<file path="src/rtl/trapctl_pkg.sv">
package trapctl_pkg;

    typedef enum logic [1:0] {
        TST_IGNORE = 2'b00,
        TST_SET    = 2'b01,
        TST_CLEAR  = 2'b10,
        TST_RSVD   = 2'b11
    } test_code_e;

    typedef enum logic [1:0] {
        UPD_KEEP  = 2'b00,
        UPD_SET   = 2'b01,
        UPD_CLEAR = 2'b10,
        UPD_FLIP  = 2'b11
    } upd_code_e;

    typedef enum logic {
        ST_IDLE = 1'b0,
        ST_RESP = 1'b1
    } stage_e;

endpackage

</file>
<file path="src/rtl/trapctl_test.sv">
module trapctl_test
    import trapctl_pkg::*;
(
    input  logic [1:0] code,
    input  logic       cur,
    output logic       fire
);
    always_comb begin
        unique case (test_code_e'(code))
            TST_SET:   fire = cur;
            TST_CLEAR: fire = ~cur;
            TST_IGNORE,
            TST_RSVD:  fire = 1'b0;
            default:   fire = 1'b0;
        endcase
    end
endmodule

</file>
<file path="src/rtl/trapctl_update.sv">
module trapctl_update
    import trapctl_pkg::*;
(
    input  logic [1:0] code,
    input  logic       cur,
    output logic       nxt
);
    always_comb begin
        unique case (upd_code_e'(code))
            UPD_KEEP:  nxt = cur;
            UPD_SET:   nxt = 1'b1;
            UPD_CLEAR: nxt = 1'b0;
            UPD_FLIP:  nxt = ~cur;
            default:   nxt = cur;
        endcase
    end
endmodule

</file>
<file path="src/rtl/trapctl.sv">
module trapctl
    import trapctl_pkg::*;
#(
    parameter int ADDR_W   = 32,
    parameter int NUM_USER = 2
) (
    input  logic                              clk,
    input  logic                              rst_n,
    input  logic                              req_valid,
    input  logic [ADDR_W-1:0]                 req_addr,
    input  logic [NUM_USER:0]                 req_bits,
    input  logic [4*NUM_USER-1:0]             req_prefix,
    input  logic                              req_priv,
    input  logic                              req_t_write,
    input  logic                              req_t_value,
    output logic                              out_valid,
    output logic [ADDR_W-1:0]                 out_addr,
    output logic                              out_trap,
    output logic [$clog2(NUM_USER+2)-1:0]     out_cause,
    output logic                              out_wb_en,
    output logic [NUM_USER:0]                 out_bits
);
    localparam int BITS_W  = NUM_USER + 1;
    localparam int T_IDX   = NUM_USER;
    localparam int CAUSE_W = $clog2(NUM_USER + 2);

    logic [NUM_USER-1:0] user_fire;
    logic [NUM_USER-1:0] user_next;

    for (genvar g = 0; g < NUM_USER; g++) begin : g_user
        trapctl_test u_test (
            .code (req_prefix[4*g+1 : 4*g]),
            .cur  (req_bits[g]),
            .fire (user_fire[g])
        );
        trapctl_update u_update (
            .code (req_prefix[4*g+3 : 4*g+2]),
            .cur  (req_bits[g]),
            .nxt  (user_next[g])
        );
    end

    logic               t_write_ok;
    logic               t_fire;
    logic [CAUSE_W-1:0] cause_d;
    logic               trap_d;
    logic [BITS_W-1:0]  bits_d;
    logic               wb_d;

    assign t_write_ok = req_priv & req_t_write;
    assign t_fire     = req_bits[T_IDX] & ~t_write_ok;

    // Priority: T, then user bit 0 (U), then user bit 1 (V), ...
    always_comb begin
        cause_d = '0;
        for (int i = NUM_USER - 1; i >= 0; i--) begin
            if (user_fire[i]) cause_d = CAUSE_W'(i + 2);
        end
        if (t_fire) cause_d = CAUSE_W'(1);
    end

    assign trap_d = (cause_d != '0);

    always_comb begin
        if (trap_d) begin
            bits_d = req_bits;
        end else begin
            bits_d = {(t_write_ok ? req_t_value : req_bits[T_IDX]), user_next};
        end
    end

    assign wb_d = ~trap_d & (bits_d != req_bits);

    // State register
    stage_e state;
    always_ff @(posedge clk) begin
        if (!rst_n) state <= ST_IDLE;
        else        state <= req_valid ? ST_RESP : ST_IDLE;
    end

    // Captured outcome
    logic [ADDR_W-1:0]  cap_addr;
    logic               cap_trap;
    logic [CAUSE_W-1:0] cap_cause;
    logic               cap_wb;
    logic [BITS_W-1:0]  cap_bits;

    always_ff @(posedge clk) begin
        if (!rst_n) begin
            cap_addr  <= '0;
            cap_trap  <= 1'b0;
            cap_cause <= '0;
            cap_wb    <= 1'b0;
            cap_bits  <= '0;
        end else if (req_valid) begin
            cap_addr  <= req_addr;
            cap_trap  <= trap_d;
            cap_cause <= cause_d;
            cap_wb    <= wb_d;
            cap_bits  <= bits_d;
        end
    end

    // Output process
    always_comb begin
        out_addr  = cap_addr;
        out_bits  = cap_bits;
        unique case (state)
            ST_IDLE: begin
                out_valid = 1'b0;
                out_trap  = 1'b0;
                out_cause = '0;
                out_wb_en = 1'b0;
            end
            ST_RESP: begin
                out_valid = 1'b1;
                out_trap  = cap_trap;
                out_cause = cap_cause;
                out_wb_en = cap_wb;
            end
            default: begin
                out_valid = 1'b0;
                out_trap  = 1'b0;
                out_cause = '0;
                out_wb_en = 1'b0;
            end
        endcase
    end


    resp_follows_req_chk: assert property (@(posedge clk) disable iff (!rst_n)
        req_valid |=> out_valid);


    no_resp_without_req_chk: assert property (@(posedge clk) disable iff (!rst_n)
        !req_valid |=> !out_valid);


    t_trap_chk: assert property (@(posedge clk) disable iff (!rst_n)
        (req_valid && req_bits[T_IDX] && !(req_priv && req_t_write))
        |=> (out_trap && out_cause == CAUSE_W'(1)));


    trap_keeps_bits_chk: assert property (@(posedge clk) disable iff (!rst_n)
        out_trap |-> (!out_wb_en && out_bits == $past(req_bits)));


    wb_means_change_chk: assert property (@(posedge clk) disable iff (!rst_n)
        out_wb_en |-> (out_valid && !out_trap && out_bits != $past(req_bits)));


    t_protect_chk: assert property (@(posedge clk) disable iff (!rst_n)
        (out_valid && !$past(req_priv)) |-> out_bits[T_IDX] == $past(req_bits[T_IDX]));


    addr_echo_chk: assert property (@(posedge clk) disable iff (!rst_n)
        out_valid |-> out_addr == $past(req_addr));

endmodule

</file>
<file path="config.mk">
export PLATFORM = sky130hd
export DESIGN_NAME = trapctl
export DESIGN_NICKNAME = d
export VERILOG_FILES = /design/src/rtl/trapctl_pkg.sv /design/src/rtl/trapctl_test.sv /design/src/rtl/trapctl_update.sv /design/src/rtl/trapctl.sv
export SDC_FILE = /design/constraint.sdc
export NUM_CORES = 1
export LEC_CHECK = 0
export BUFFER_PORTS_ARGS = -buffer_cell sky130_fd_sc_hd__buf_2
export CAP_MARGIN = 30
export CORE_ASPECT_RATIO = 1.75
export CORE_MARGIN = 10
export CORE_UTILIZATION = 44
export DETAILED_ROUTE_END_ITERATION = 16
export PLACE_DENSITY_LB_ADDON = 0.2
export SLEW_MARGIN = 5
export SYNTH_ARGS = -nofsm -noshare
export SYNTH_HDL_FRONTEND = slang
export SYNTH_SLANG_ARGS = --single-unit
</file>
<file path="constraint.sdc">
create_clock -name clk -period 1.4 [get_ports clk]
set_input_delay 0.28 -clock clk [delete_from_list [all_inputs] [get_ports clk]]
set_output_delay 0.28 -clock clk [all_outputs]
set_load 0.1 [all_outputs]
</file>
==> flow_metrics.tcl, run 1 <==
set metrics [dict create \
    syn_avg_cell_area_um2 10.54 \
    cp_cell_sequence "and2_2 -> buf_12" \
    synthTopCellsByArea "dfxtp_1 (48%), mux2i_1 (19%), nor2b_1 (12%), and2_1 (2.6%), o21ai_0 (1.5%)" \
    vias 1451 \
    reg2reg_to "cap_cause[1]" \
    layout-drive-gt1-share_pct 44.66 \
    final_cell_mix "buf_2 (83), dfxtp_1 (39), mux2i_1 (32), nor2b_1 (32)" \
    numCtsBuffers 5 \
    max_slew_margin_pct 66.58 \
    wl_met3_um 403 \
    drcViolationCount 0 \
    critical-path-top-delay-family "flip-flops" \
    synth_edf_count 0 \
    core_area_um2 3628 \
    cts.path.max_buffers 2 \
    path_class "reg -> out" \
    highest_layer "met4" \
    irDropWorstVdd_v 0.0007383 \
    post_cts_buffers 0 \
    final.period_utilization_pct 95.20 \
    fmax_ghz 0.7503 \
    p_leak_nw 1.203 \
    startpoint_type "flip-flop" \
    comb_power_share_pct 27.9 \
    core.rowCount 29 \
    worst_slack_ns 0.06725 \
    portBuffers 88 \
    dieArea_um2 6743 \
    syn_to_final_growth_pct 45.15 \
    nFillCells 333 \
    switchingPower_w 0.001036 \
    fin_util_pct 66.62 \
    routabilityCongestion 0.8167 \
    wl_met2_mm 2.393 \
    num_antenna_cells 0 \
    via_per_inst 4.853 \
    antenna_found_initial 0 \
    hold_viol_final 0 \
    outcome "completed" \
    cp_max_fo 5 \
    postCtsResizedCells 0 \
    die_h_um 101.4 \
    grt_max_degree 22 \
    path_clk_slew_ns 0.07 \
    ys.flop_type "dfxtp_1" \
    clock-sinks 40 \
    fin_skew_ns 0 \
    period_minus_slack_ns 1.333 \
    drv_cap 0 \
    final_common_cell "buf_2" \
    io_pins 89 \
    grt_pass1_vias 1470 \
    routed_wl_mm 4.472 \
    pwr-share-clk_pct 32.1 \
    synth_top_area_share_pct 48.08 \
    final_nets 301 \
    clock_latency_ns 0.28 \
    design_area_um2 2417 \
    ant_nets 0 \
    htreeDepth 2 \
    wire_per_inst_um 14.96 \
    wl_met1_mm 1.647 \
    tns_ns 0 \
    synth_top_area_cell "dfxtp_1" \
    root_buffer "clkbuf_8" \
    setup.worst_path.end "out_wb_en" \
    netlist_instances 158 \
    slew_viol_final 0 \
    required_ns 1.12 \
    cpMaxStageDelayCell "dfxtp_2" \
    regToRegSetupSlack_ns 0.71 \
    switching_share_pct 33.40 \
    hold_class "in -> reg" \
    power_w 0.003102 \
    power_frac_seq_pct 40.0 \
    dpl-instance-area_um2 2291 \
    overflow 0 \
    power_density_nw_per_um2 1283 \
    ys_seq_elements 40 \
    cts_tree "built" \
    ctsHoldBuffers 0 \
    grt_use_total_pct 13.32 \
    power.internal_w 0.002066 \
    grt_pass1_wl_mm 7.065 \
    syn_area_um2 1665 \
    critPathArrivalTime_ns 1.05 \
    syn-num-nets 207 \
    worst_setup_path_end_kind "output port" \
    ys_seq_area_share_pct 48.08 \
    cpPeakStageDelay_ns 0.41 \
    die_w_um 66.51 \
    dp.final_hpwl_mm 3.674 \
    post-place-ws_ns -0.08705 \
    rsz0062_at_grt "false" \
    crit_buf_inv 1 \
    yosysWarnings 0 \
    path_depth 2 \
    firstDrtPassIters 3 \
    reg2reg_depth 2 \
    synthArstFlopShare_pct 0 \
    r2r_start "cap_cause[1]" \
    drt-initial-drc-count 14 \
    setup_viol 0 \
    initial_core_util_pct 45.90 \
    crit_start "state" \
    yosysUniqueCellTypes 30 \
    max_slew.worst_pin.slew_ns 0.5047 \
]
## state kept, by name, summed over array words and instances (netlist names)
| register | flops |
|---|---|
| cap_cause | 2 |
| cap_trap | 1 |
| cap_wb | 1 |
| out_addr | 32 |
| out_bits | 3 |
| state | 1 |
## cells in the mapped netlist, types with 2 or more instances
| master | n |
|---|---|
| buf_2 | 4 |
| nand2b_1 | 2 |
| and2_1 | 7 |
| nand2_1 | 3 |
| o21ai_0 | 5 |
| nor2b_1 | 32 |
| clkbuf_1 | 5 |
| dfxtp_1 | 40 |
| nand3_1 | 4 |
| mux2i_1 | 32 |
| a311oi_1 | 2 |
| nor3_1 | 4 |
## power groups by stage
stage | Combinational [W] | Clock (W) | Sequential [W]
after floorplan | 0.000207 | 0 | 0.00172
after global placement | 0.000866 | 0 | 0.00127
after detailed placement | 0.000875 | 0 | 0.00127
after CTS | 0.000875 | 0.00102 | 0.00124
after global routing | 0.000909 | 0.00107 | 0.00125
final | 0.000866 | 0.000994 | 0.00124
## cell type report
type                            instances  area, um2  share of cell area (%)
Tap cell                               46      57.56                   2.381
Timing Repair Buffer                   96      600.6                   24.84
Clock buffer                            7      96.34                   3.986
Inverter                                1      3.754                  0.1553
Clock inverter                          1      30.03                   1.242
Multi-Input combinational cell        108      827.0                   34.21
Sequential cell                        40      802.0                   33.18
## metrics by stage
| stage | std cells | hold WS, ns |
|---|---|---|
| 3_3_place_gp | 291 | 0.4532 |
| 5_1_grt | 299 | 0.2515 |
| 4_1_cts | 299 | 0.2504 |
| 6_report | 299 | 0.2562 |
| 3_5_place_dp | 291 | 0.4527 |
| 2_1_floorplan | 158 | 0.4296 |
## metal layers
metal  GRT usage, %  vias to the layer above
met5              0                        -
met3          6.519                        2
met1          13.05                      659
li1               -                      734
met2          23.76                       56
met4          3.890                        0
## worst min-delay path, cell delays in order
cell and delay [ns]:
buf_2 0.07, mux2i_1 0.05, nor2b_1 0.09
## how the worst min path moves through the flow
stage          slack [ns]           end  depth (start not counted)          from
2_1_floorplan        0.43         state                          1         rst_n
3_3_place_gp         0.45        cap_wb                          2        cap_wb
3_5_place_dp         0.45        cap_wb                          2        cap_wb
4_1_cts              0.25  out_addr[29]                          3  req_addr[29]
5_1_grt              0.25   out_addr[6]                          3   req_addr[6]
6_report             0.26  out_addr[29]                          3  req_addr[29]
## cells by family after synthesis
family / after synthesis / synth area share, %
mux: 32 / 19.23
flops: 40 / 48.08
xor+xnor: 1 / 0.5260
simple gates: 60 / 22.84
compound gates: 15 / 6.763
buf+inv: 10 / 2.554
No activity file was read; power rests on OpenSTA's default activity.
==> run 2, diff against run 1 <==
--- a/config.mk
+++ b/config.mk
@@ -7,7 +7,6 @@
 export LEC_CHECK = 0
 export BUFFER_PORTS_ARGS = -buffer_cell sky130_fd_sc_hd__buf_2
 export CAP_MARGIN = 30
-export CORE_ASPECT_RATIO = 1.75
 export CORE_MARGIN = 10
 export CORE_UTILIZATION = 44
 export DETAILED_ROUTE_END_ITERATION = 16
==> flow_metrics.tcl, run 2 (synthesized netlist as in run 1, its figures left out) <==
set metrics [dict create \
    outcome "completed" \
    p_leak_nw 1.181 \
    post_cts_buffers 0 \
    worst_setup_path_end_kind "output port" \
    dp.final_hpwl_mm 3.300 \
    hold_viol_final 0 \
    routabilityCongestion 0.7730 \
    hold_class "in -> reg" \
    fin_skew_ns 0 \
    layout-drive-gt1-share_pct 44.22 \
    routed_wl_mm 4.136 \
    reg2reg_depth 2 \
    crit_buf_inv 1 \
    power_w 0.002888 \
    cp_max_fo 2 \
    htreeDepth 2 \
    vias 1422 \
    io_pins 89 \
    rsz0062_at_grt "false" \
    drv_cap 0 \
    slew_viol_final 0 \
    path_class "reg -> out" \
    cp_cell_sequence "buf_2" \
    grt_pass1_vias 1415 \
    max_slew_margin_pct 67.07 \
    clock-sinks 40 \
    grt_pass1_wl_mm 6.582 \
    cts_tree "built" \
    drcViolationCount 0 \
    clock_latency_ns 0.28 \
    die_w_um 81.52 \
    fin_util_pct 64.73 \
    path_depth 1 \
    ctsHoldBuffers 0 \
    cpMaxStageDelayCell "buf_2" \
    core.rowCount 22 \
    final.period_utilization_pct 94.52 \
    dp_cells 292 \
    ant_nets 0 \
    antenna_found_initial 0 \
    initial_core_util_pct 45.49 \
    max_slew.worst_pin.slew_ns 0.4973 \
    grt_max_degree 25 \
    postCtsResizedCells 0 \
    num_antenna_cells 0 \
    path_clk_slew_ns 0.07 \
    crit_start "out_addr[17]" \
    largest_register_ffs 32 \
    setup.worst_path.end "out_addr[17]" \
    portBuffers 88 \
    power_density_nw_per_um2 1219 \
    die_h_um 81.52 \
    fmax_ghz 0.7557 \
    via_per_inst 4.756 \
    period_minus_slack_ns 1.323 \
    worst_hold_slack_ns 0.2528 \
    irDropWorstVdd_v 0.0006897 \
    grt_use_total_pct 12.44 \
    cts.path.max_buffers 2 \
    required_ns 1.12 \
    root_buffer "clkbuf_8" \
    r2r_start "out_bits[0]" \
    dieArea_um2 6646 \
    layout.cells.non_filler 299 \
    wire_per_inst_um 13.83 \
    core_area_um2 3661 \
    final_common_cell "buf_2" \
    firstDrtPassIters 4 \
    critPathArrivalTime_ns 1.04 \
    final_nets 300 \
    syn_to_final_growth_pct 42.30 \
    overflow 0 \
    setup_viol 0 \
    drt-initial-drc-count 36 \
    regToRegSetupSlack_ns 0.73 \
    numCtsBuffers 5 \
    critical-path-top-delay-family "buffers and inverters" \
    startpoint_type "flip-flop" \
    final_cell_mix "buf_2 (83), dfxtp_1 (39), mux2i_1 (32), nor2b_1 (32), clkbuf_8 (7)" \
    reg2reg_to "out_bits[0]" \
    cpPeakStageDelay_ns 0.43 \
]
-- run 2: changes by cell type in the layout (fill, tap and decap cells not counted) --
cell	change
bufinv_16	-1
clkbuf_4	+1
buf_4	-1
buf_12	-1
-- run 2: routing by layer --
metal | global-route usage (%) | share of wire (%) | up-vias
met5 | 0 | 0 | -
li1 | - | - | 732
met2 | 19.91 | 46 | 54
met1 | 13.69 | 41 | 629
met4 | 4.498 | 1.6 | 0
met3 | 6.769 | 11 | 7
-- run 2: metrics by stage --
stage | TNS, ns | worst slack [ns] | cell area [um2]
after floorplan | -0.4087 | -0.1022 | 1672
after global placement | -0.1140 | -0.05702 | 2271
after detailed placement | -0.1556 | -0.08121 | 2271
after CTS | 0 | 0.03677 | 2367
after global routing | 0 | 0.007404 | 2370
final | 0 | 0.07675 | 2370
-- run 2: power breakdown --
group / switching [W] / internal, W / leakage [nW] / total (W)
clock network: 0.000352 / 0.000438 / 0.0503 / 0.000791
logic: 0.000635 / 0.000223 / 0.799 / 0.000858
registers: 0.0000303 / 0.00121 / 0.331 / 0.00124
total: 0.00102 / 0.00187 / 1.18 / 0.00289
-- run 2: area by class of cell --
cell class                 instances  area [um2]
fill                             315        1291
clock buffer                       7       96.34
sequential                        40       802.0
tap                               48       60.06
multi-input combinational        108       827.0
inverter                           1       3.754
timing repair buffer              95       580.6
-- run 2: worst min path at each step --
stage | from | to | slack (ns) | cells past startpoint
2_1_floorplan | rst_n | state | 0.43 | 1
3_3_place_gp | cap_wb | cap_wb | 0.45 | 2
3_5_place_dp | cap_wb | cap_wb | 0.45 | 2
4_1_cts | req_addr[2] | out_addr[2] | 0.25 | 3
5_1_grt | req_addr[24] | out_addr[24] | 0.25 | 3
6_report | req_addr[2] | out_addr[2] | 0.25 | 3
==> run 3, diff against run 2 <==
--- a/config.mk
+++ b/config.mk
@@ -10,7 +10,8 @@
 export CORE_MARGIN = 10
 export CORE_UTILIZATION = 44
 export DETAILED_ROUTE_END_ITERATION = 16
-export PLACE_DENSITY_LB_ADDON = 0.2
+export MAX_ROUTING_LAYER = met4
+export PLACE_DENSITY = 0.79
 export SLEW_MARGIN = 5
 export SYNTH_ARGS = -nofsm -noshare
 export SYNTH_HDL_FRONTEND = slang
==> constraint.sdc (replaced) <==
create_clock -name clk -period 1.5 [get_ports clk]
set_input_delay 0.3 -clock clk [delete_from_list [all_inputs] [get_ports clk]]
set_output_delay 0.3 -clock clk [all_outputs]
set_load 0.1 [all_outputs]
==> flow_metrics.tcl, run 3 (synthesized netlist as in run 1, its figures left out) <==
set metrics [dict create \
    nFillCells 327 \
    post_cts_buffers 0 \
    largest_register_ffs 32 \
    cpMaxStageDelayCell "buf_2" \
    final_nets 299 \
    irDropWorstVdd_v 0.0006065 \
    initial_core_util_pct 45.49 \
    grt.busiest_layer "met2" \
    r2r_start "cap_cause[0]" \
    switchingPower_w 0.0009678 \
    die_w_um 81.52 \
    drcViolationCount 0 \
    io_pins 89 \
    path_depth 1 \
    clock-sinks 40 \
    antenna_found_initial 0 \
    critPathArrivalTime_ns 1.08 \
    path_class "reg -> out" \
    ff_latch_area_um2 802.0 \
    portBuffers 88 \
    post-place-ws_ns -0.003921 \
    power_frac_seq_pct 43.5 \
    ant_nets 0 \
    dp.final_hpwl_mm 3.419 \
    period_minus_slack_ns 1.380 \
    worst_setup_path_end_kind "output port" \
    cp_max_fo 5 \
    power.internal_w 0.001697 \
    rsz0062_at_grt "false" \
    reg2reg_to "cap_cause[0]" \
    cpPeakStageDelay_ns 0.43 \
    path_clk_slew_ns 0.07 \
    worst_slack_ns 0.1201 \
    num_antenna_cells 0 \
    drv_cap 0 \
    fin_skew_ns 0 \
    power_density_nw_per_um2 1137 \
    met3_usage_pct 5.459 \
    setup_viol 0 \
    crit_start "state" \
    hold_path_end "out_addr[27]" \
    overflow 0 \
    max_slew_margin_pct 66.44 \
    cts_tree "built" \
    ctsHoldBuffers 0 \
    core.rowCount 22 \
    dieArea_um2 6646 \
    postCtsResizedCells 0 \
    clock_latency_ns 0.28 \
    drt-initial-drc-count 55 \
    pwr-share-clk_pct 26.6 \
    crit_buf_inv 1 \
    switching_share_pct 36.32 \
    reg2reg_depth 1 \
    multi_input_comb_area_um2 827.0 \
    max_slew.worst_pin.slew_ns 0.5069 \
    startpoint_type "flip-flop" \
    slew_viol_final 0 \
    cts.path.max_buffers 2 \
    p_leak_nw 1.171 \
    final_common_cell "buf_2" \
    core_area_um2 3661 \
    critical-path-top-delay-family "buffers and inverters" \
    layout-drive-gt1-share_pct 44.22 \
    min_path_cells 3 \
    routed_wl_mm 4.364 \
    comb_power_share_pct 29.9 \
    via_per_inst 4.836 \
    syn_to_final_growth_pct 40.72 \
    routabilityCongestion 0.8319 \
    numCtsBuffers 5 \
    regToRegSetupSlack_ns 0.81 \
    htreeDepth 2 \
    outcome "completed" \
    grt_pass1_wl_mm 6.913 \
    hold_start "req_addr[27]" \
    wire_per_inst_um 14.60 \
    grt_use_total_pct 13.38 \
    hold_class "in -> reg" \
    firstDrtPassIters 4 \
    root_buffer "clkbuf_8" \
    grt_use_met2_pct 20.93 \
    cp_cell_sequence "buf_2" \
    final.period_utilization_pct 91.99 \
    final_cell_mix "buf_2 (84), dfxtp_1 (39), mux2i_1 (32), nor2b_1 (32), clkbuf_8 (6)" \
    power_w 0.002665 \
    vias 1446 \
    hold_viol_final 0 \
    grt_pass1_vias 1505 \
    grt_max_degree 27 \
    fmax_ghz 0.7247 \
    required_ns 1.20 \
    die_h_um 81.52 \
    met1_usage_pct 15.50 \
]
## run 3: cell types whose count changed in the layout (fill, tap and decap cells not counted), sizes merged
cell and delta:
clkbuf -2, clkinv +2
## run 3: worst max path at each step
| stage | slack [ns] | to |
|---|---|---|
| floorplan | -0.02 | out_cause[0] |
| global placement | 0.02 | out_bits[1] |
| detailed placement | -0.004 | out_bits[1] |
| CTS | 0.11 | out_valid |
| global route | 0.07 | out_valid |
| finish | 0.12 | out_valid |
## run 3: area by class of cell
type                    instances  area share (%)
multi-input cells             108           35.29
flip-flops and latches         40           34.22
clock inverters                 2          0.4271
clock buffers                   6           3.524
inverters                       1          0.1602
repair buffers                 94           23.81
well taps                      48           2.563
## run 3: power by group through the flow
| stage | clock network [W] | logic, W | registers, W |
|---|---|---|---|
| after floorplan | 0 | 0.000193 | 0.00160 |
| after global placement | 0 | 0.000793 | 0.00118 |
| after detailed placement | 0 | 0.000802 | 0.00118 |
| after CTS | 0.000746 | 0.000803 | 0.00116 |
| after global routing | 0.000786 | 0.000838 | 0.00117 |
| final | 0.000710 | 0.000796 | 0.00116 |
## run 3: layer usage
layer	vias to the layer above	share of wire (%)
met1	656	45
met3	4	7.9
met4	0	0.69
met5	-	0
met2	55	46
li1	731	-
## run 3: through the flow
stage	TNS [ns]	cells	hold slack, ns	cell area [um2]	util (%)
after global routing	0	299	0.2675	2344	64.01
after global placement	0	291	0.4462	2251	61.48
final	0	299	0.2755	2344	64.01
after detailed placement	-0.003921	291	0.4497	2251	61.48
after floorplan	-0.08875	158	0.4313	1672	-
after CTS	0	299	0.2652	2344	64.01
